--- src/rtl/irq_out_pkg.sv ---
package irq_out_pkg;

  typedef enum logic [2:0] {
    MODE_OFF,
    MODE_FREQ,
    MODE_EDGE,
    MODE_SQUARE,
    MODE_ALARM
  } irqMode_e;

  // strobes from control to datapath for the square-wave phase counter
  typedef struct packed {
    logic phaseClear;
    logic phaseRestart;
    logic phaseRun;
  } phaseStrobe_t;

  function automatic irqMode_e decodeMode(input logic ae, input logic me, input logic fe);
    irqMode_e m;
    if (me && fe)        m = MODE_SQUARE;
    else if (me)         m = MODE_EDGE;
    else if (fe)         m = MODE_FREQ;
    else if (ae)         m = MODE_ALARM;
    else                 m = MODE_OFF;
    return m;
  endfunction

endpackage

--- src/rtl/irq_datapath.sv ---
module irq_datapath
  import irq_out_pkg::*;
#(
  parameter int TAPS       = 16,
  parameter int HALF_SECS  = 30,
  parameter int CARRY_HOLD = 328
) (
  input  logic               clk,
  input  logic               rstN,
  input  logic [7:0]         hourBcd,
  input  logic [7:0]         minuteBcd,
  input  logic [TAPS-1:0]    cfgWord,
  input  logic               minuteCarry,
  input  logic [TAPS-1:0]    divTaps,
  input  phaseStrobe_t       strobes,
  output logic               alarmHit,
  output logic               carryActive,
  output logic               freqPull,
  output logic               halfDone
);

  localparam int HALF_W  = $clog2(HALF_SECS + 1);
  localparam int CARRY_W = $clog2(CARRY_HOLD + 1);
  localparam int SEC_TAP = TAPS - 1;

  // alarm compare: full hour byte (AM/PM included) and minute byte
  assign alarmHit = (hourBcd == cfgWord[15:8]) && (minuteBcd == cfgWord[7:0]);

  // frequency: AND over selected taps, unselected taps forced to pass
  logic [TAPS-1:0] tapPass;
  for (genvar i = 0; i < TAPS; i++) begin : g_tap
    assign tapPass[i] = divTaps[i] | ~cfgWord[i];
  end
  assign freqPull = (|cfgWord) && !(&tapPass);

  // carry window
  logic [CARRY_W-1:0] carryCnt;
  always_ff @(posedge clk or negedge rstN) begin
    if (!rstN)             carryCnt <= '0;
    else if (minuteCarry)  carryCnt <= CARRY_W'(CARRY_HOLD - 1);
    else if (carryCnt != 0) carryCnt <= carryCnt - 1'b1;
  end
  assign carryActive = minuteCarry || (carryCnt != 0);

  // seconds from the slowest tap
  logic secPrev;
  logic secTick;
  always_ff @(posedge clk or negedge rstN) begin
    if (!rstN) secPrev <= 1'b0;
    else       secPrev <= divTaps[SEC_TAP];
  end
  assign secTick = divTaps[SEC_TAP] && !secPrev;

  // half-period counter
  logic [HALF_W-1:0] halfCnt;
  always_ff @(posedge clk or negedge rstN) begin
    if (!rstN)                                      halfCnt <= '0;
    else if (strobes.phaseClear || strobes.phaseRestart) halfCnt <= '0;
    else if (strobes.phaseRun && secTick) begin
      if (halfDone) halfCnt <= '0;
      else          halfCnt <= halfCnt + 1'b1;
    end
  end
  assign halfDone = strobes.phaseRun && secTick && (halfCnt == HALF_W'(HALF_SECS - 1));


  half_range_chk: assert property (@(posedge clk) disable iff (!rstN)
    halfCnt < HALF_W'(HALF_SECS));


  carry_range_chk: assert property (@(posedge clk) disable iff (!rstN)
    minuteCarry |=> (carryCnt == CARRY_W'(CARRY_HOLD - 1)));


  mask_zero_chk: assert property (@(posedge clk) disable iff (!rstN)
    (cfgWord == '0) |-> !freqPull);

endmodule

--- src/rtl/irq_mode_ctrl.sv ---
module irq_mode_ctrl
  import irq_out_pkg::*;
#(
  parameter bit RST_AE = 1'b0,
  parameter bit RST_ME = 1'b0,
  parameter bit RST_FE = 1'b1
) (
  input  logic         clk,
  input  logic         rstN,
  input  logic         statusWr,
  input  logic         aeIn,
  input  logic         meIn,
  input  logic         feIn,
  input  logic         alarmHit,
  input  logic         carryActive,
  input  logic         minuteCarry,
  input  logic         freqPull,
  input  logic         halfDone,
  output phaseStrobe_t strobes,
  output logic         pullLow
);

  localparam logic [2:0] RST_BITS = {RST_AE, RST_ME, RST_FE};

  logic [2:0] modeBits;
  irqMode_e   mode;
  logic       wrChange;
  logic       alarmLatch;
  logic       edgeLatch;
  logic       sqLow;
  logic       nextPull;

  always_ff @(posedge clk or negedge rstN) begin
    if (!rstN)         modeBits <= RST_BITS;
    else if (statusWr) modeBits <= {aeIn, meIn, feIn};
  end

  assign mode     = decodeMode(modeBits[2], modeBits[1], modeBits[0]);
  assign wrChange = statusWr && ({aeIn, meIn, feIn} != modeBits);

  always_ff @(posedge clk or negedge rstN) begin
    if (!rstN)                   alarmLatch <= 1'b0;
    else if (mode != MODE_ALARM) alarmLatch <= 1'b0;
    else if (alarmHit)           alarmLatch <= 1'b1;
  end

  always_ff @(posedge clk or negedge rstN) begin
    if (!rstN)                   edgeLatch <= 1'b0;
    else if (mode != MODE_EDGE)  edgeLatch <= 1'b0;
    else if (carryActive)        edgeLatch <= 1'b1;
  end

  always_ff @(posedge clk or negedge rstN) begin
    if (!rstN)                                  sqLow <= 1'b0;
    else if (wrChange || mode != MODE_SQUARE)   sqLow <= 1'b0;
    else if (minuteCarry)                       sqLow <= 1'b1;
    else if (halfDone)                          sqLow <= 1'b0;
  end

  assign strobes.phaseClear   = wrChange || (mode != MODE_SQUARE);
  assign strobes.phaseRestart = (mode == MODE_SQUARE) && minuteCarry;
  assign strobes.phaseRun     = sqLow;

  always_comb begin
    unique case (mode)
      MODE_FREQ:   nextPull = freqPull;
      MODE_EDGE:   nextPull = edgeLatch;
      MODE_SQUARE: nextPull = sqLow;
      MODE_ALARM:  nextPull = alarmLatch;
      default:     nextPull = 1'b0;
    endcase
  end

  always_ff @(posedge clk or negedge rstN) begin
    if (!rstN) pullLow <= 1'b0;
    else       pullLow <= nextPull;
  end


  alarm_hold_chk: assert property (@(posedge clk) disable iff (!rstN)
    (mode == MODE_ALARM && alarmLatch) |=> alarmLatch);


  edge_hold_chk: assert property (@(posedge clk) disable iff (!rstN)
    (mode == MODE_EDGE && edgeLatch) |=> edgeLatch);


  off_quiet_chk: assert property (@(posedge clk) disable iff (!rstN)
    (mode == MODE_OFF) |=> !pullLow);


  sq_fall_chk: assert property (@(posedge clk) disable iff (!rstN)
    $fell(sqLow) |-> $past(halfDone || wrChange || mode != MODE_SQUARE));

endmodule

--- src/rtl/irq_out_ctrl.sv ---
module irq_out_ctrl
  import irq_out_pkg::*;
#(
  parameter int HALF_SECS  = 30,
  parameter int CARRY_HOLD = 328,
  parameter bit RST_AE     = 1'b0,
  parameter bit RST_ME     = 1'b0,
  parameter bit RST_FE     = 1'b1
) (
  input  logic        clk,
  input  logic        rstN,
  input  logic        statusWr,
  input  logic        aeIn,
  input  logic        meIn,
  input  logic        feIn,
  input  logic [7:0]  hourBcd,
  input  logic [7:0]  minuteBcd,
  input  logic [15:0] cfgWord,
  input  logic        minuteCarry,
  input  logic [15:0] divTaps,
  output logic        pullLow
);

  localparam int TAPS = 16;

  phaseStrobe_t strobes;
  logic alarmHit, carryActive, freqPull, halfDone;

  irq_datapath #(
    .TAPS(TAPS), .HALF_SECS(HALF_SECS), .CARRY_HOLD(CARRY_HOLD)
  ) u_dp (
    .clk(clk), .rstN(rstN), .hourBcd(hourBcd), .minuteBcd(minuteBcd),
    .cfgWord(cfgWord), .minuteCarry(minuteCarry), .divTaps(divTaps),
    .strobes(strobes), .alarmHit(alarmHit), .carryActive(carryActive),
    .freqPull(freqPull), .halfDone(halfDone)
  );

  irq_mode_ctrl #(
    .RST_AE(RST_AE), .RST_ME(RST_ME), .RST_FE(RST_FE)
  ) u_ctrl (
    .clk(clk), .rstN(rstN), .statusWr(statusWr), .aeIn(aeIn), .meIn(meIn),
    .feIn(feIn), .alarmHit(alarmHit), .carryActive(carryActive),
    .minuteCarry(minuteCarry), .freqPull(freqPull), .halfDone(halfDone),
    .strobes(strobes), .pullLow(pullLow)
  );

endmodule

--- config.mk ---
export PLATFORM = sky130hd
export DESIGN_NAME = irq_out_ctrl
export DESIGN_NICKNAME = d
export VERILOG_FILES = /design/src/rtl/irq_out_pkg.sv /design/src/rtl/irq_datapath.sv /design/src/rtl/irq_mode_ctrl.sv /design/src/rtl/irq_out_ctrl.sv
export SDC_FILE = /design/constraint.sdc
export NUM_CORES = 1
export LEC_CHECK = 0
export ABC_AREA = 1
export BUFFER_PORTS_ARGS = -buffer_cell sky130_fd_sc_hd__buf_2
export CELL_PAD_IN_SITES_DETAIL_PLACEMENT = 1
export CELL_PAD_IN_SITES_GLOBAL_PLACEMENT = 1
export CORE_ASPECT_RATIO = 1.25
export CORE_MARGIN = 2
export CORE_UTILIZATION = 35
export CTS_CLUSTER_SIZE = 8
export DETAILED_ROUTE_END_ITERATION = 10
export GPL_ROUTABILITY_DRIVEN = 1
export GPL_TIMING_DRIVEN = 0
export MAX_ROUTING_LAYER = met4
export PLACE_DENSITY_LB_ADDON = 0.1
export SLEW_MARGIN = 10
export SYNTH_ARGS = -nofsm -noshare
export SYNTH_HDL_FRONTEND = slang
export SYNTH_HIERARCHICAL = 1
export SYNTH_SLANG_ARGS = --single-unit
--- constraint.sdc ---
create_clock -name clk -period 2.1 [get_ports clk]
set_input_delay 0.105 -clock clk [delete_from_list [all_inputs] [get_ports clk]]
set_output_delay 0.105 -clock clk [all_outputs]
set_load 0.05 [all_outputs]
==> flow_summary_export.csv <==
group,metric,value,unit
route,routed_via_density,4.58,
clock_network,cts_inserted_buffers,3,
die,die_area,5500,sq um
timing,layout_setup_ws,369,ps
worst_setup_path,worst_r2r_startpoint,"u_ctrl/modeBits[0]",
placed_design,placed_cells,374,
clock_network,cts_tree,"built",
logic_synthesis,yosys.area.top_type,"dfrtp_1",
clock_network,root_buffer,"clkbuf_8",
route,drcViolationCount,0,
cells_and_area,nets,383,
die,die_height,82.4,microns
logic_synthesis,yosysTopAreaCellShare,0.305,
logic_synthesis,synth_area,1720,sq um
cells_and_area,fin_area,2140,sq um
global_routing,grt_max_degree,23,
global_routing,top_usage_layer,"met2",
worst_setup_path,cp.required,2250,ps
power,p_leak,1.28,nW
worst_setup_path,reg2reg_depth,6,
global_routing,grt_first_pass_wirelength,6.98,mm
global_routing,grt_util_met1,0.173,
worst_setup_path,critPathKind,"register to register",
timing,slew_headroom,0.659,
clock_network,cts_setup_buffers,0,
route,wl,4.08,mm
cells_and_area,diodes,0,
route,ant_nets,0,
global_routing,antenna_found_initial,0,
die,ios,56,
global_routing,gr-usage-all-layers,0.164,
power,ir_worst_vdd,225,uV
clock_network,cts.path.max_buffers,2,
logic_synthesis,syn_area_per_cell,6.64,sq um
global_routing,use_met3,0.0257,
power,p_per_area,447,nW/um^2
global_routing,grt-ovfl-total,0,
placed_design,portBuffers,55,
cells_and_area,layout_commonest_cell,"nand2_1",
logic_synthesis,synth_seq_cells,22,
cells_and_area,drive_gt1_frac,0.250,
route,drt-pass1-iter-count,4,
logic_synthesis,synth_edf_count,0,
timing,tightest_slew,511,ps
placed_design,place_area,2070,sq um
status,status,"completed",
clock_network,insertion_delay,260,ps
logic_synthesis,async_flop_share,1.00,
cells_and_area,postLayoutCoreUtil,0.452,
die,rows,28,
logic_synthesis,ys.flop_type,"dfrtp_1",
worst_setup_path,r2r-end,"u_dp/halfCnt[2]",
cells_and_area,fin_cells,380,
clock_network,cts_resized,0,
logic_synthesis,syn_inst,259,
global_routing,grt_util_met2,0.315,
logic_synthesis,synth_seq_area_share,0.321,
die,die_x,66.7,microns
logic_synthesis,synth_area_leaders,"dfrtp_1 31%, nand2_1 18%, inv_1 11%, nor2_1 5.2%, ha_1 5.1%",
worst_setup_path,crit_fanout,9,
hold_path,min_path_cells,3,
placed_design,hpwlAfterDp,3.40,mm
timing,fin_setup_tns,0,ps
worst_setup_path,cp-end-kind,"register",
route,vias,1741,
worst_setup_path,worstPathArrival,1880,ps
timing,rsz0062_at_grt,"no",
cells_and_area,layout_common_cells,"82 x nand2_1, 55 x buf_2, 49 x inv_1",
route,drt_iter0_drc,26,
timing,final_hold_viol_count,0,
global_routing,grt_pass1_vias,1750,
timing,setup_violations,0,
die,fp.coreArea,4730,sq um
clock_network,ctsHoldBuffers,2,
cells_and_area,area_delta_synth_final,24.1,%
hold_path,worstHoldPathType,"input pin to register",
route,wl_per_cell,10.7,microns
placed_design,gp_congestion,0.719,
logic_synthesis,ys_warn_count,6,
logic_synthesis,synth.distinct_cells,29,
timing,finClkSkew,3.11,ps
clock_network,clock-sinks,22,
clock_network,cts.clk_slew.worst_paths,80,ps
timing,fmax,578,MHz
timing,layout_min_cycle_time,1730,ps
timing,min_period_over_period,0.824,
logic_synthesis,syn_nets,321,
flow_run,max_cap_violations,0,
worst_setup_path,r2r_slack,370,ps
timing,slew_violations,0,
die,start_util,0.364,
hold_path,worstHoldStart,"aeIn",
placed_design,pre_cts_slack,363,ps
clock_network,htreeDepth,1,
hold_path,min_to,"u_ctrl/modeBits[2]",
worst_setup_path,startpoint_type,"register",
through the flow:
| stage | hold WS, ps | power [W] |
|---|---|---|
| 3_5_place_dp | 113 | 0.000700 |
| 6_report | 83.4 | 0.000954 |
| 5_1_grt | 101 | 0.00102 |
| 3_3_place_gp | 118 | 0.000693 |
| 4_1_cts | 80.3 | 0.000977 |
| 2_1_floorplan | -191 | 0.000598 |
critical path, cell delays in order (launching register included):
cell and delay (ps):
dfstp_2 570, ha_1 270, nand2_2 90, nor2_1 270, nand2_2 190, a21oi_1 170
nor2_1 60
kinds of logic (layout without fill, tap and decap cells):
| kind of cell | Yosys count | after routing | synth area share |
|---|---|---|---|
| buffers and inverters | 55 | 116 | 0.123 |
| xor gates and xnor gates | 10 | 10 | 0.0509 |
| AOI/OAI and AO/OA | 17 | 17 | 0.0567 |
| DFF | 22 | 22 | 0.321 |
| adders and majority gates | 7 | 7 | 0.0509 |
| and+or+nand+nor | 148 | 148 | 0.398 |
flip-flops by register name, summed over array words and instances (netlist names):
register,cells
u_dp/secPrev,1
u_ctrl/edgeLatch,1
u_dp/halfCnt,5
u_dp/carryCnt,9
u_ctrl/modeBits,3
u_ctrl/pullLow,1
u_ctrl/sqLow,1
u_ctrl/alarmLatch,1
layout make-up:
| cell class | count | area [sq um] |
|---|---|---|
| Sequential cell | 22 | 552 |
| Multi-Input combinational cell | 182 | 957 |
| Inverter | 54 | 204 |
| Clock buffer | 4 | 45.0 |
| Buffer | 1 | 7.51 |
| Timing Repair Buffer | 57 | 295 |
| Tap cell | 60 | 75.1 |
| Fill cell | 654 | 2590 |
synthesized netlist by cell type (3+ instances only):
library cell,number
a21oi_1,6
dfrtp_1,21
ha_1,7
inv_1,49
inv_2,3
nand2_1,82
nand2_2,6
nand3_1,17
nand4_1,6
nor2_1,24
o211ai_1,3
o21ai_0,5
or2_2,3
xnor2_1,10
where the power goes:
group          switching (W)  internal [W]  leakage [nW]
clock               0.000130      0.000135        0.0228
sequential         0.0000143      0.000443         0.273
combinational       0.000128      0.000103         0.980
worst max-delay path by stage:
stage	from	end	slack [ps]
after global routing	u_ctrl/modeBits[0]	u_dp/halfCnt[2]	210
after floorplan	u_ctrl/modeBits[0]	u_dp/halfCnt[2]	590
after detailed placement	u_ctrl/modeBits[0]	u_dp/halfCnt[2]	360
after CTS	u_ctrl/modeBits[0]	u_dp/halfCnt[2]	350
after global placement	u_ctrl/modeBits[0]	u_dp/halfCnt[3]	400
final	u_ctrl/modeBits[0]	u_dp/halfCnt[2]	370
per-layer routing:
| metal | part of all wire | vias to the layer above | wire length, microns |
|---|---|---|---|
| met5 | 0 | - | 0 |
| li1 | - | 908 | - |
| met3 | 0.076 | 2 | 310 |
| met2 | 0.51 | 39 | 2070 |
| met1 | 0.41 | 792 | 1680 |
| met4 | 0.0066 | 0 | 27 |
Power figures use the tool's default switching activity.
